$ cat src/rtl/bcc_pkg.sv
package bcc_pkg;

  typedef enum logic [2:0] {
    PH_IDLE = 3'd0,
    PH_T1   = 3'd1,
    PH_T2   = 3'd2,
    PH_TW   = 3'd3,
    PH_T3   = 3'd4
  } phase_t;

  localparam int unsigned NUM_REGIONS = 3;

  typedef enum logic [1:0] {
    RG_ROM = 2'd0,
    RG_RAM = 2'd1,
    RG_IO  = 2'd2
  } region_t;

endpackage

$ cat src/rtl/bcc_decode.sv
module bcc_decode
  import bcc_pkg::*;
#(
  parameter int unsigned ADDR_W    = 16,
  parameter int unsigned WAIT_W    = 3,
  parameter int unsigned ROM_WAITS = 2,
  parameter int unsigned RAM_WAITS = 0,
  parameter int unsigned IO_WAITS  = 1
) (
  input  logic [ADDR_W-1:0]      addr_i,
  output region_t                region_o,
  output logic [NUM_REGIONS-1:0] hit_o,
  output logic [WAIT_W-1:0]      waits_o
);

  localparam int unsigned TOP = ADDR_W - 1;

  always_comb begin
    if (!addr_i[TOP]) begin
      region_o = RG_ROM;
    end else if (addr_i[TOP-1] && addr_i[TOP-2]) begin
      region_o = RG_IO;
    end else begin
      region_o = RG_RAM;
    end
  end

  for (genvar g = 0; g < NUM_REGIONS; g++) begin : g_hit
    assign hit_o[g] = (int'(region_o) == g);
  end

  always_comb begin
    unique case (region_o)
      RG_ROM:  waits_o = WAIT_W'(ROM_WAITS);
      RG_RAM:  waits_o = WAIT_W'(RAM_WAITS);
      default: waits_o = WAIT_W'(IO_WAITS);
    endcase
  end

endmodule

$ cat src/rtl/bcc_wait_ctr.sv
module bcc_wait_ctr #(
  parameter int unsigned WAIT_W = 3
) (
  input  logic              clk,
  input  logic              rst_n,
  input  logic              load_en,
  input  logic [WAIT_W-1:0] load_val,
  input  logic              dec_en,
  output logic [WAIT_W-1:0] cnt_o,
  output logic              zero_o
);

  logic [WAIT_W-1:0] cnt_q, cnt_d;
  logic              cnt_en;

  assign cnt_en = load_en | dec_en;

  always_comb begin
    cnt_d = cnt_q;
    if (load_en) begin
      cnt_d = load_val;
    end else if (dec_en && (cnt_q != '0)) begin
      cnt_d = cnt_q - 1'b1;
    end
  end

  always_ff @(posedge clk or negedge rst_n) begin
    if (!rst_n) begin
      cnt_q <= '0;
    end else if (cnt_en) begin
      cnt_q <= cnt_d;
    end
  end

  assign cnt_o  = cnt_q;
  assign zero_o = (cnt_q == '0);

endmodule

$ cat src/rtl/bcc_seq.sv
module bcc_seq
  import bcc_pkg::*;
(
  input  logic   clk,
  input  logic   rst_n,
  input  logic   start_i,
  input  logic   wait_i,
  input  logic   zero_i,
  output phase_t phase_o,
  output logic   accept_o,
  output logic   load_o,
  output logic   dec_o,
  output logic   capture_o,
  output logic   done_o
);

  phase_t phase_q, phase_d;
  logic   done_q, done_d;
  logic   stretch;

  assign stretch = (!zero_i) || wait_i;

  always_comb begin
    phase_d = phase_q;
    unique case (phase_q)
      PH_IDLE: if (start_i) phase_d = PH_T1;
      PH_T1:   phase_d = PH_T2;
      PH_T2:   phase_d = stretch ? PH_TW : PH_T3;
      PH_TW:   phase_d = stretch ? PH_TW : PH_T3;
      PH_T3:   phase_d = PH_IDLE;
      default: phase_d = PH_IDLE;
    endcase
  end

  assign accept_o  = (phase_q == PH_IDLE) && start_i;
  assign load_o    = (phase_q == PH_T1);
  assign dec_o     = (phase_q == PH_T2) || (phase_q == PH_TW);
  assign capture_o = (phase_q == PH_T3);
  assign done_d    = capture_o;

  always_ff @(posedge clk or negedge rst_n) begin
    if (!rst_n) begin
      phase_q <= PH_IDLE;
      done_q  <= 1'b0;
    end else begin
      phase_q <= phase_d;
      done_q  <= done_d;
    end
  end

  assign phase_o = phase_q;
  assign done_o  = done_q;

  AST_DONE_ONE_CYCLE: assert property (@(posedge clk) disable iff (!rst_n)
    done_o |=> !done_o);
  AST_DONE_WHEN_IDLE: assert property (@(posedge clk) disable iff (!rst_n)
    done_o |-> (phase_q == PH_IDLE));
  AST_T2_AFTER_T1: assert property (@(posedge clk) disable iff (!rst_n)
    (phase_q == PH_T2) |-> ($past(phase_q) == PH_T1));

endmodule

$ cat src/rtl/bus_cycle_ctrl.sv
module bus_cycle_ctrl
  import bcc_pkg::*;
#(
  parameter int unsigned ADDR_W    = 16,
  parameter int unsigned DATA_W    = 8,
  parameter int unsigned WAIT_W    = 3,
  parameter int unsigned ROM_WAITS = 2,
  parameter int unsigned RAM_WAITS = 0,
  parameter int unsigned IO_WAITS  = 1
) (
  input  logic                   clk,
  input  logic                   rst_n,
  input  logic                   req_start,
  input  logic                   req_write,
  input  logic [ADDR_W-1:0]      req_addr,
  input  logic [DATA_W-1:0]      req_wdata,
  output logic                   req_done,
  output logic [DATA_W-1:0]      req_rdata,
  output logic [ADDR_W-1:0]      bus_addr,
  output logic [DATA_W-1:0]      bus_dout,
  output logic                   bus_dout_oe,
  input  logic [DATA_W-1:0]      bus_din,
  output logic                   bus_rd_n,
  output logic                   bus_wr_n,
  output logic [NUM_REGIONS-1:0] bus_ce_n,
  input  logic                   bus_wait
);

  // reset: asynchronous assertion, synchronous release
  logic [1:0] rst_sync_q;
  logic       rst_int_n;

  always_ff @(posedge clk or negedge rst_n) begin
    if (!rst_n) begin
      rst_sync_q <= 2'b00;
    end else begin
      rst_sync_q <= {rst_sync_q[0], 1'b1};
    end
  end
  assign rst_int_n = rst_sync_q[1];

  phase_t                 phase;
  logic                   accept, load, dec, capture, done;
  logic                   wait_zero;
  logic [WAIT_W-1:0]      wait_cnt;
  logic [WAIT_W-1:0]      region_waits;
  logic [NUM_REGIONS-1:0] hit;
  region_t                region;

  logic [ADDR_W-1:0] addr_q;
  logic [DATA_W-1:0] wdata_q, rdata_q;
  logic              write_q;

  bcc_seq u_seq (
    .clk       (clk),
    .rst_n     (rst_int_n),
    .start_i   (req_start),
    .wait_i    (bus_wait),
    .zero_i    (wait_zero),
    .phase_o   (phase),
    .accept_o  (accept),
    .load_o    (load),
    .dec_o     (dec),
    .capture_o (capture),
    .done_o    (done)
  );

  bcc_decode #(
    .ADDR_W    (ADDR_W),
    .WAIT_W    (WAIT_W),
    .ROM_WAITS (ROM_WAITS),
    .RAM_WAITS (RAM_WAITS),
    .IO_WAITS  (IO_WAITS)
  ) u_decode (
    .addr_i   (addr_q),
    .region_o (region),
    .hit_o    (hit),
    .waits_o  (region_waits)
  );

  bcc_wait_ctr #(
    .WAIT_W (WAIT_W)
  ) u_wait (
    .clk      (clk),
    .rst_n    (rst_int_n),
    .load_en  (load),
    .load_val (region_waits),
    .dec_en   (dec),
    .cnt_o    (wait_cnt),
    .zero_o   (wait_zero)
  );

  // request capture, enabled only on acceptance
  always_ff @(posedge clk or negedge rst_int_n) begin
    if (!rst_int_n) begin
      addr_q  <= '0;
      wdata_q <= '0;
      write_q <= 1'b0;
    end else if (accept) begin
      addr_q  <= req_addr;
      wdata_q <= req_wdata;
      write_q <= req_write;
    end
  end

  // read data capture at the edge closing T3
  always_ff @(posedge clk or negedge rst_int_n) begin
    if (!rst_int_n) begin
      rdata_q <= '0;
    end else if (capture && !write_q) begin
      rdata_q <= bus_din;
    end
  end

  logic active, strobe;
  assign active = (phase != PH_IDLE);
  assign strobe = (phase == PH_T2) || (phase == PH_TW) || (phase == PH_T3);

  assign bus_addr    = addr_q;
  assign bus_dout    = wdata_q;
  assign bus_dout_oe = active & write_q;
  assign bus_rd_n    = ~(strobe & ~write_q);
  assign bus_wr_n    = ~(strobe & write_q);
  assign bus_ce_n    = ~(hit & {NUM_REGIONS{active}});
  assign req_done    = done;
  assign req_rdata   = rdata_q;

  AST_ONE_CE: assert property (@(posedge clk) disable iff (!rst_int_n)
    $countones(~bus_ce_n) <= 1);
  AST_NO_CE_IDLE: assert property (@(posedge clk) disable iff (!rst_int_n)
    (phase == PH_IDLE) |-> (&bus_ce_n));
  AST_STROBE_EXCL: assert property (@(posedge clk) disable iff (!rst_int_n)
    !(!bus_rd_n && !bus_wr_n));
  AST_OE_NOT_READ: assert property (@(posedge clk) disable iff (!rst_int_n)
    bus_dout_oe |-> bus_rd_n);
  AST_ADDR_HELD: assert property (@(posedge clk) disable iff (!rst_int_n)
    (phase != PH_IDLE && phase != PH_T1) |-> $stable(bus_addr));
  AST_TW_EXIT_ZERO: assert property (@(posedge clk) disable iff (!rst_int_n)
    ($past(phase) == PH_TW && phase == PH_T3) |-> wait_zero);
  AST_BUSY_NO_ACCEPT: assert property (@(posedge clk) disable iff (!rst_int_n)
    (active && req_start) |=> $stable(bus_addr));

endmodule

$ cat config.mk
export PLATFORM = sky130hd
export DESIGN_NAME = bus_cycle_ctrl
export DESIGN_NICKNAME = d
export VERILOG_FILES = /design/src/rtl/bcc_pkg.sv /design/src/rtl/bcc_decode.sv /design/src/rtl/bcc_wait_ctr.sv /design/src/rtl/bcc_seq.sv /design/src/rtl/bus_cycle_ctrl.sv
export SDC_FILE = /design/constraint.sdc
export NUM_CORES = 1
export LEC_CHECK = 0
export BUFFER_PORTS_ARGS = -buffer_cell sky130_fd_sc_hd__buf_2
export CORE_MARGIN = 2
export CORE_UTILIZATION = 50
export DETAILED_ROUTE_END_ITERATION = 6
export PLACE_DENSITY = 0.93
export SETUP_SLACK_MARGIN = 0.3
export SLEW_MARGIN = 0
export SYNTH_ARGS = -nofsm -noshare
export SYNTH_HDL_FRONTEND = slang
export SYNTH_SLANG_ARGS = --single-unit
$ cat constraint.sdc
create_clock -name clk -period 2.5 [get_ports clk]
set_input_delay 0.5 -clock clk [delete_from_list [all_inputs] [get_ports clk]]
set_output_delay 0.5 -clock clk [all_outputs]
set_load 0.005 [all_outputs]
Word-level counts from Yosys, hierarchy flattened

Cells that the tools add are included.

Add/sub/neg operators: 1
Multipliers: 0
Div/mod/pow operators: 0
$lt $le $gt $ge: 0
Equal/unequal tests: 8
Shift-type cells: 0
Multiplexer cells: 8
Bitwise logic cells: 9
Reductions and logical operators: 18

Operators by type and width:

| cell                | number |
|---|---|
| $mux 3              | 4 |
| $pmux 3 s3          | 1 |
| $eq 3x2->1 const B  | 2 |
| $logic_not 3->1     | 2 |
| $reduce_bool 3->1   | 2 |
| $eq 2x2->1 const B  | 2 |
| $logic_and 1x1->1   | 4 |
| $logic_not 2->1     | 2 |
| $mux 2              | 2 |
| $pmux 2 s2          | 1 |
| $and 1x1->1         | 3 |
| $and 3x3->3         | 1 |
| $eq 3x1->1 const B  | 1 |
| $eq 3x3->1 const B  | 1 |
| $logic_or 1x1->1    | 3 |
| $not 1->1           | 3 |
| $not 3->3           | 1 |
| $sub 3x1->3 const B | 1 |
| $eq 2x1->1 const B  | 1 |
| $logic_not 1->1     | 2 |
| $ne 2x2->1 const B  | 1 |
| $reduce_and 2->1    | 1 |
| $reduce_bool 2->1   | 1 |
| $reduce_or 2->1     | 1 |
| $or 1x1->1          | 1 |

Register bits after elaboration: 42
Bits in latches: 0
RAM bits: 0
Bits in read-only memories: 0
Input port bits: 37
Output and inout bits: 39
Logic and storage cells: 52
Memories kept: 0

Logic depth before layout (Yosys ltp)

Word-level depth: 6
Mapped depth: 6
Depth with buffers taken out: 6

Hierarchy

Synthesis repeated with hierarchy kept, for this count alone.

Cells, all modules: 125
Area total of the unflattened synthesis: 1,921.8 um^2

By module, submodules not included:

| module         | times used | cells each | area each (um^2) | seq. area each (um^2) |
|---|---|---|---|---|
| bus_cycle_ctrl | 1          | 83         | 1,481.4          | 875.8 |
| bcc_wait_ctr   | 1          | 19         | 190.2            | 75.1 |
| bcc_seq        | 1          | 14         | 187.7            | 100.1 |
| bcc_decode     | 1          | 9          | 62.6             | 0.0 |

Worst setup path before layout

OpenSTA, ideal clock, no wires.

Path kind: reg2reg
Start: reg u_wait.cnt_q[0] (netlist: u_wait.cnt_o[0])
End: reg u_wait.cnt_q[2] (netlist: u_wait.cnt_o[2])
Setup time: 0.121 ns
Data arrival time: 1.458 ns
Required time: 2.379 ns
Slack: 0.921 ns
Cell stages (with the launch flop): 7
Buffers on the path: 0
Period minus slack after synthesis: 1.579 ns
Path through: dfrtp_1 inv_1 ha_1 ha_1 or3b_2 and2_1 o2bb2ai_1

Word-level cells in the longest chain between the ends: 4
Elaborated cells between the ends (all ways): 7
Classes of those cells: add/sub: 1; mux: 2; reduce/logical: 4

RTL lines:

| what                                                                | RTL line           | text |
|---|---|---|
| start: declaration                                                  | bcc_wait_ctr.sv:13 | `logic [WAIT_W-1:0] cnt_q, cnt_d;` |
| start signal: assignment                                            | bcc_wait_ctr.sv:31 | `cnt_q <= cnt_d;` |
| parallel branches: the longest is 4 deep, another holds $sub 3x1->3 | -                  |  |

Parallel ways; which one is timed is not known. The select of a mux whose other input is x is not followed.
A chain may end at the register's enable or synchronous reset.

Final worst setup path

Start: reg u_seq.phase_q[1] (netlist: u_seq.phase_o[1])
End: out bus_wr_n

Word-level cells in the longest chain between the ends: 5
Elaborated cells between the ends (all ways): 7
Classes of those cells: eq/ne: 3; bitwise: 2; reduce/logical: 2

RTL lines:

| what                     | RTL line              | text |
|---|---|---|
| start: declaration       | bcc_seq.sv:17         | `phase_t phase_q, phase_d;` |
| start signal: assignment | bcc_seq.sv:46         | `phase_q <= phase_d;` |
| $eq 3x2->1               | bus_cycle_ctrl.sv:117 | `assign strobe = (phase == PH_T2) \|\| (phase == PH_TW) \|\| (phase == PH_T3);` |
| $logic_or 1x1->1         | bus_cycle_ctrl.sv:117 |  |
| $logic_or 1x1->1 *       | bus_cycle_ctrl.sv:117 |  |
| $and 1x1->1 *            | bus_cycle_ctrl.sv:123 | `assign bus_wr_n = ~(strobe & write_q);` |
| $not 1->1 *              | bus_cycle_ctrl.sv:123 |  |
| end: declaration         | bus_cycle_ctrl.sv:24  | `output logic bus_wr_n,` |

Every way passes the cells marked *; elsewhere a longest branch is shown, timed or not.

==> summary.txt <==
Timing
  • Crit share post-route: 0.832
  • Clk_skew: 0.00719 ns
  • RSZ-0062 raised after global routing: no
  • Slew @ Worst Pin: 0.827 ns
  • FMAX: 481 MHz
  • Final setup vio count: 0
  • Min Clock Period, post-route: 2.08 ns
  • Final setup TNS: 0 ns
  • Slew Limit Fails: 0
  • Final Hold Viols: 0
  • Max-slew headroom: 0.448

Status
  • Status: finished clean

Clocking
  • CTS H-tree depth: 2
  • Clk buf depth: 2
  • Reg clk slew, reported paths: 0.12 ns
  • Root Driver: clkbuf_4
  • Setup bufs post-CTS: 0
  • Clk_lat worst skew: 0.35 ns
  • TritonCTS Buffers: 5
  • Clock sinks: 42
  • CTS tree: done

Placement
  • HPWL after DPL: 2660 microns
  • Port Buf Inserts: 75
  • GPL Wtd Cong: 0.735

Power
  • Leak Pwr: 0.00121 uW
  • Internal: 1810 uW
  • Pwr dens: 1140 nW/um^2
  • Clk pwr share: 0.164
  • Sequential power share: 0.455
  • Switch Pwr: 793 uW
  • Gate power share: 0.381
  • Sw Ratio: 0.305
  • VDD IR max: 696 uV

Synthesis
  • Sequential area share after synthesis: 0.592
  • Syn nets: 151
  • Post-synthesis cell area: 1770 sq um
  • Synth Register Bits: 42
  • Netlist cell types: 26
  • Mapped Cells: 112
  • Syn_area_per_cell: 15.8 sq um
  • YS warnings: 0

Floorplan
  • Core area: 3360 sq um
  • Die area: 4040 sq um
  • Starting Density: 0.528
  • I/O pin count: 76
  • Die Ht: 63.6 microns
  • Row count: 21
  • Die Width: 63.6 microns

Global routing
  • Antenna violations before repair: 0
  • Largest net degree at the start of global routing: 27
  • Number of global-route vias before repair: 1252
  • Met3 usage: 0.0714
  • Most Crowded Layer GR: met2
  • Met2 usage: 0.326
  • First-pass GRT wire length: 5850 microns
  • Overall Global Routing Usage: 0.196
  • GR Util met1: 0.224
  • GRT overflow: 0

Critical path
  • Setup CP Type: flop to output port
  • Crit start category: flop
  • Worst EP required: 2.00 ns
  • Worst r2r src: u_seq.phase_o[2]$_DFFE_PN0P_
  • CP Capture Type: output port
  • Worst-path fanout max: 7
  • CP arrival: 1.58 ns
  • CP startpoint: u_seq.phase_o[1]$_DFFE_PN0P_

Cells and area
  • Net count, final: 233
  • ANT cells: 0
  • # fillers: 251
  • Share of cells above drive strength 1: 0.626
  • Register area: 1050 sq um
  • Synth-to-layout area growth: 28.2%
  • Area of the multi-input gates: 664 sq um
  • Final Core Density: 0.676

Drt
  • Vias per cell: 4.85
  • DRC violations left: 0
  • Drt first pass iters: 4
  • Initial DRC Count: 14
  • Wire per inst: 14.7 microns
  • DR vias: 1168
  • Final wirelength: 3540 microns
  • Antenna viol nets, final: 0

Min path
  • Hold Path Class: flop to asynchronous set/reset pin

Flow run
  • Total of max-cap violations: 0
cell usage in the layout (no fill, tap or decap), types with 2 or more instances in the layout:
master	instances
buf_2	75
dfrtp_1	42
mux2_4	19
mux2_2	14
inv_1	5
clkbuf_4	5
nand2_1	4
nand3_1	2
and2_1	2
nand2b_1	2
or3b_2	2
nor2b_1	2
ha_1	2
clkinv_2	2
cell usage after synthesis:
library cell  number  area [sq um]
nand3_1            2          10.0
or3b_2             2          17.5
and2_1             2          12.5
mux2_4            19           285
or2b_1             1          7.51
nand2b_1           2          12.5
ha_1               2          25.0
mux2_2            14           158
nor2_8             1          20.0
nor2_4             1          11.3
and3_1             1          6.26
o21bai_1           1          7.51
o22ai_1            1          6.26
or3b_1             1          8.76
dfrtp_1           42          1050
o221ai_1           1          8.76
inv_1              5          18.8
or3_4              1          11.3
conb_1             1          3.75
nand2_1            4          15.0
nor2b_1            2          12.5
a21oi_1            1          5.00
nor2_1             1          3.75
buf_12             2          40.0
a211oi_1           1          7.51
o2bb2ai_1          1          8.76
metal layers:
metal,vias up,part of all wire
li1,552,-
met1,565,0.39
met2,42,0.52
met3,9,0.069
met4,0,0.023
met5,-,0
worst max-delay path, stage by stage (launching register included):
cell     delay [ns]
dfrtp_1        0.46
or3b_1         0.46
nand2_1        0.12
nand2_1        0.06
buf_2          0.13
cell type report:
class	instances	share of cell area
clock inverter	3	0.0176
timing repair buffer	77	0.178
sequential	42	0.462
multi-input combinational	63	0.292
inverter	5	0.00825
clock buffer	5	0.0165
tap	46	0.0253
state kept, by name, indices dropped and copies added (netlist names):
signal         count
rst_sync_q         2
u_wait.cnt_o       3
write_q            1
u_seq.done_o       1
u_seq.phase_o      3
req_rdata          8
bus_addr          16
bus_dout           8
kinds of logic after synthesis:
| kind of cell | count (synthesis) | share of synthesized area |
|---|---|---|
| AOI/OAI and AO/OA | 6 | 0.0247 |
| adders and majority gates | 2 | 0.0141 |
| muxes | 33 | 0.250 |
| DFF | 42 | 0.592 |
| buffers and inverters | 7 | 0.0331 |
| other | 1 | 0.00211 |
| and+or+nand+nor | 21 | 0.0839 |
final timing paths:
kind	to	slack (ns)	cells after the start
max in group asynchronous	req_rdata[7]$_DFFE_PN0P_	1.57	1
min in group clk	bus_addr[12]$_DFFE_PN0P_	0.36	2
hold reg to reg	bus_addr[5]$_DFFE_PN0P_	0.35	0
hold / removal	bus_addr[5]$_DFFE_PN0P_	0.35	0
setup reg to reg	bus_addr[3]$_DFFE_PN0P_	0.64	3
setup / recovery	bus_wr_n	0.42	4
power by group through the flow:
| stage | Sequential, uW | Combinational, uW | Clock (uW) |
|---|---|---|---|
| floorplan | 1190 | 569 | 0 |
| global placement | 1180 | 969 | 0 |
| detailed placement | 1190 | 1000 | 0 |
| CTS | 1180 | 1010 | 438 |
| global route | 1230 | 1090 | 465 |
| finish | 1180 | 991 | 426 |
stage by stage:
| step | cell area [sq um] | worst slack (ns) | std cells | hold slack, ns | total power, uW |
|---|---|---|---|---|---|
| after detailed placement | 2190 | 0.655 | 232 | 0.287 | 2190 |
| after global placement | 2190 | 0.712 | 232 | 0.287 | 2140 |
| after CTS | 2270 | 0.400 | 241 | 0.348 | 2630 |
| final | 2270 | 0.420 | 241 | 0.350 | 2600 |
| after floorplan | 1770 | 0.921 | 112 | 0.204 | 1760 |
| after global routing | 2270 | 0.334 | 241 | 0.337 | 2780 |
what timing repair did:
| action | CTS | global route |
|---|---|---|
| endpoints found under the hold margin | 2 | 0 |
| hold buffers | 1 | 0 |
| gates resized for setup | 0 | 0 |
Note: power is estimated with default switching activity, not from simulation.
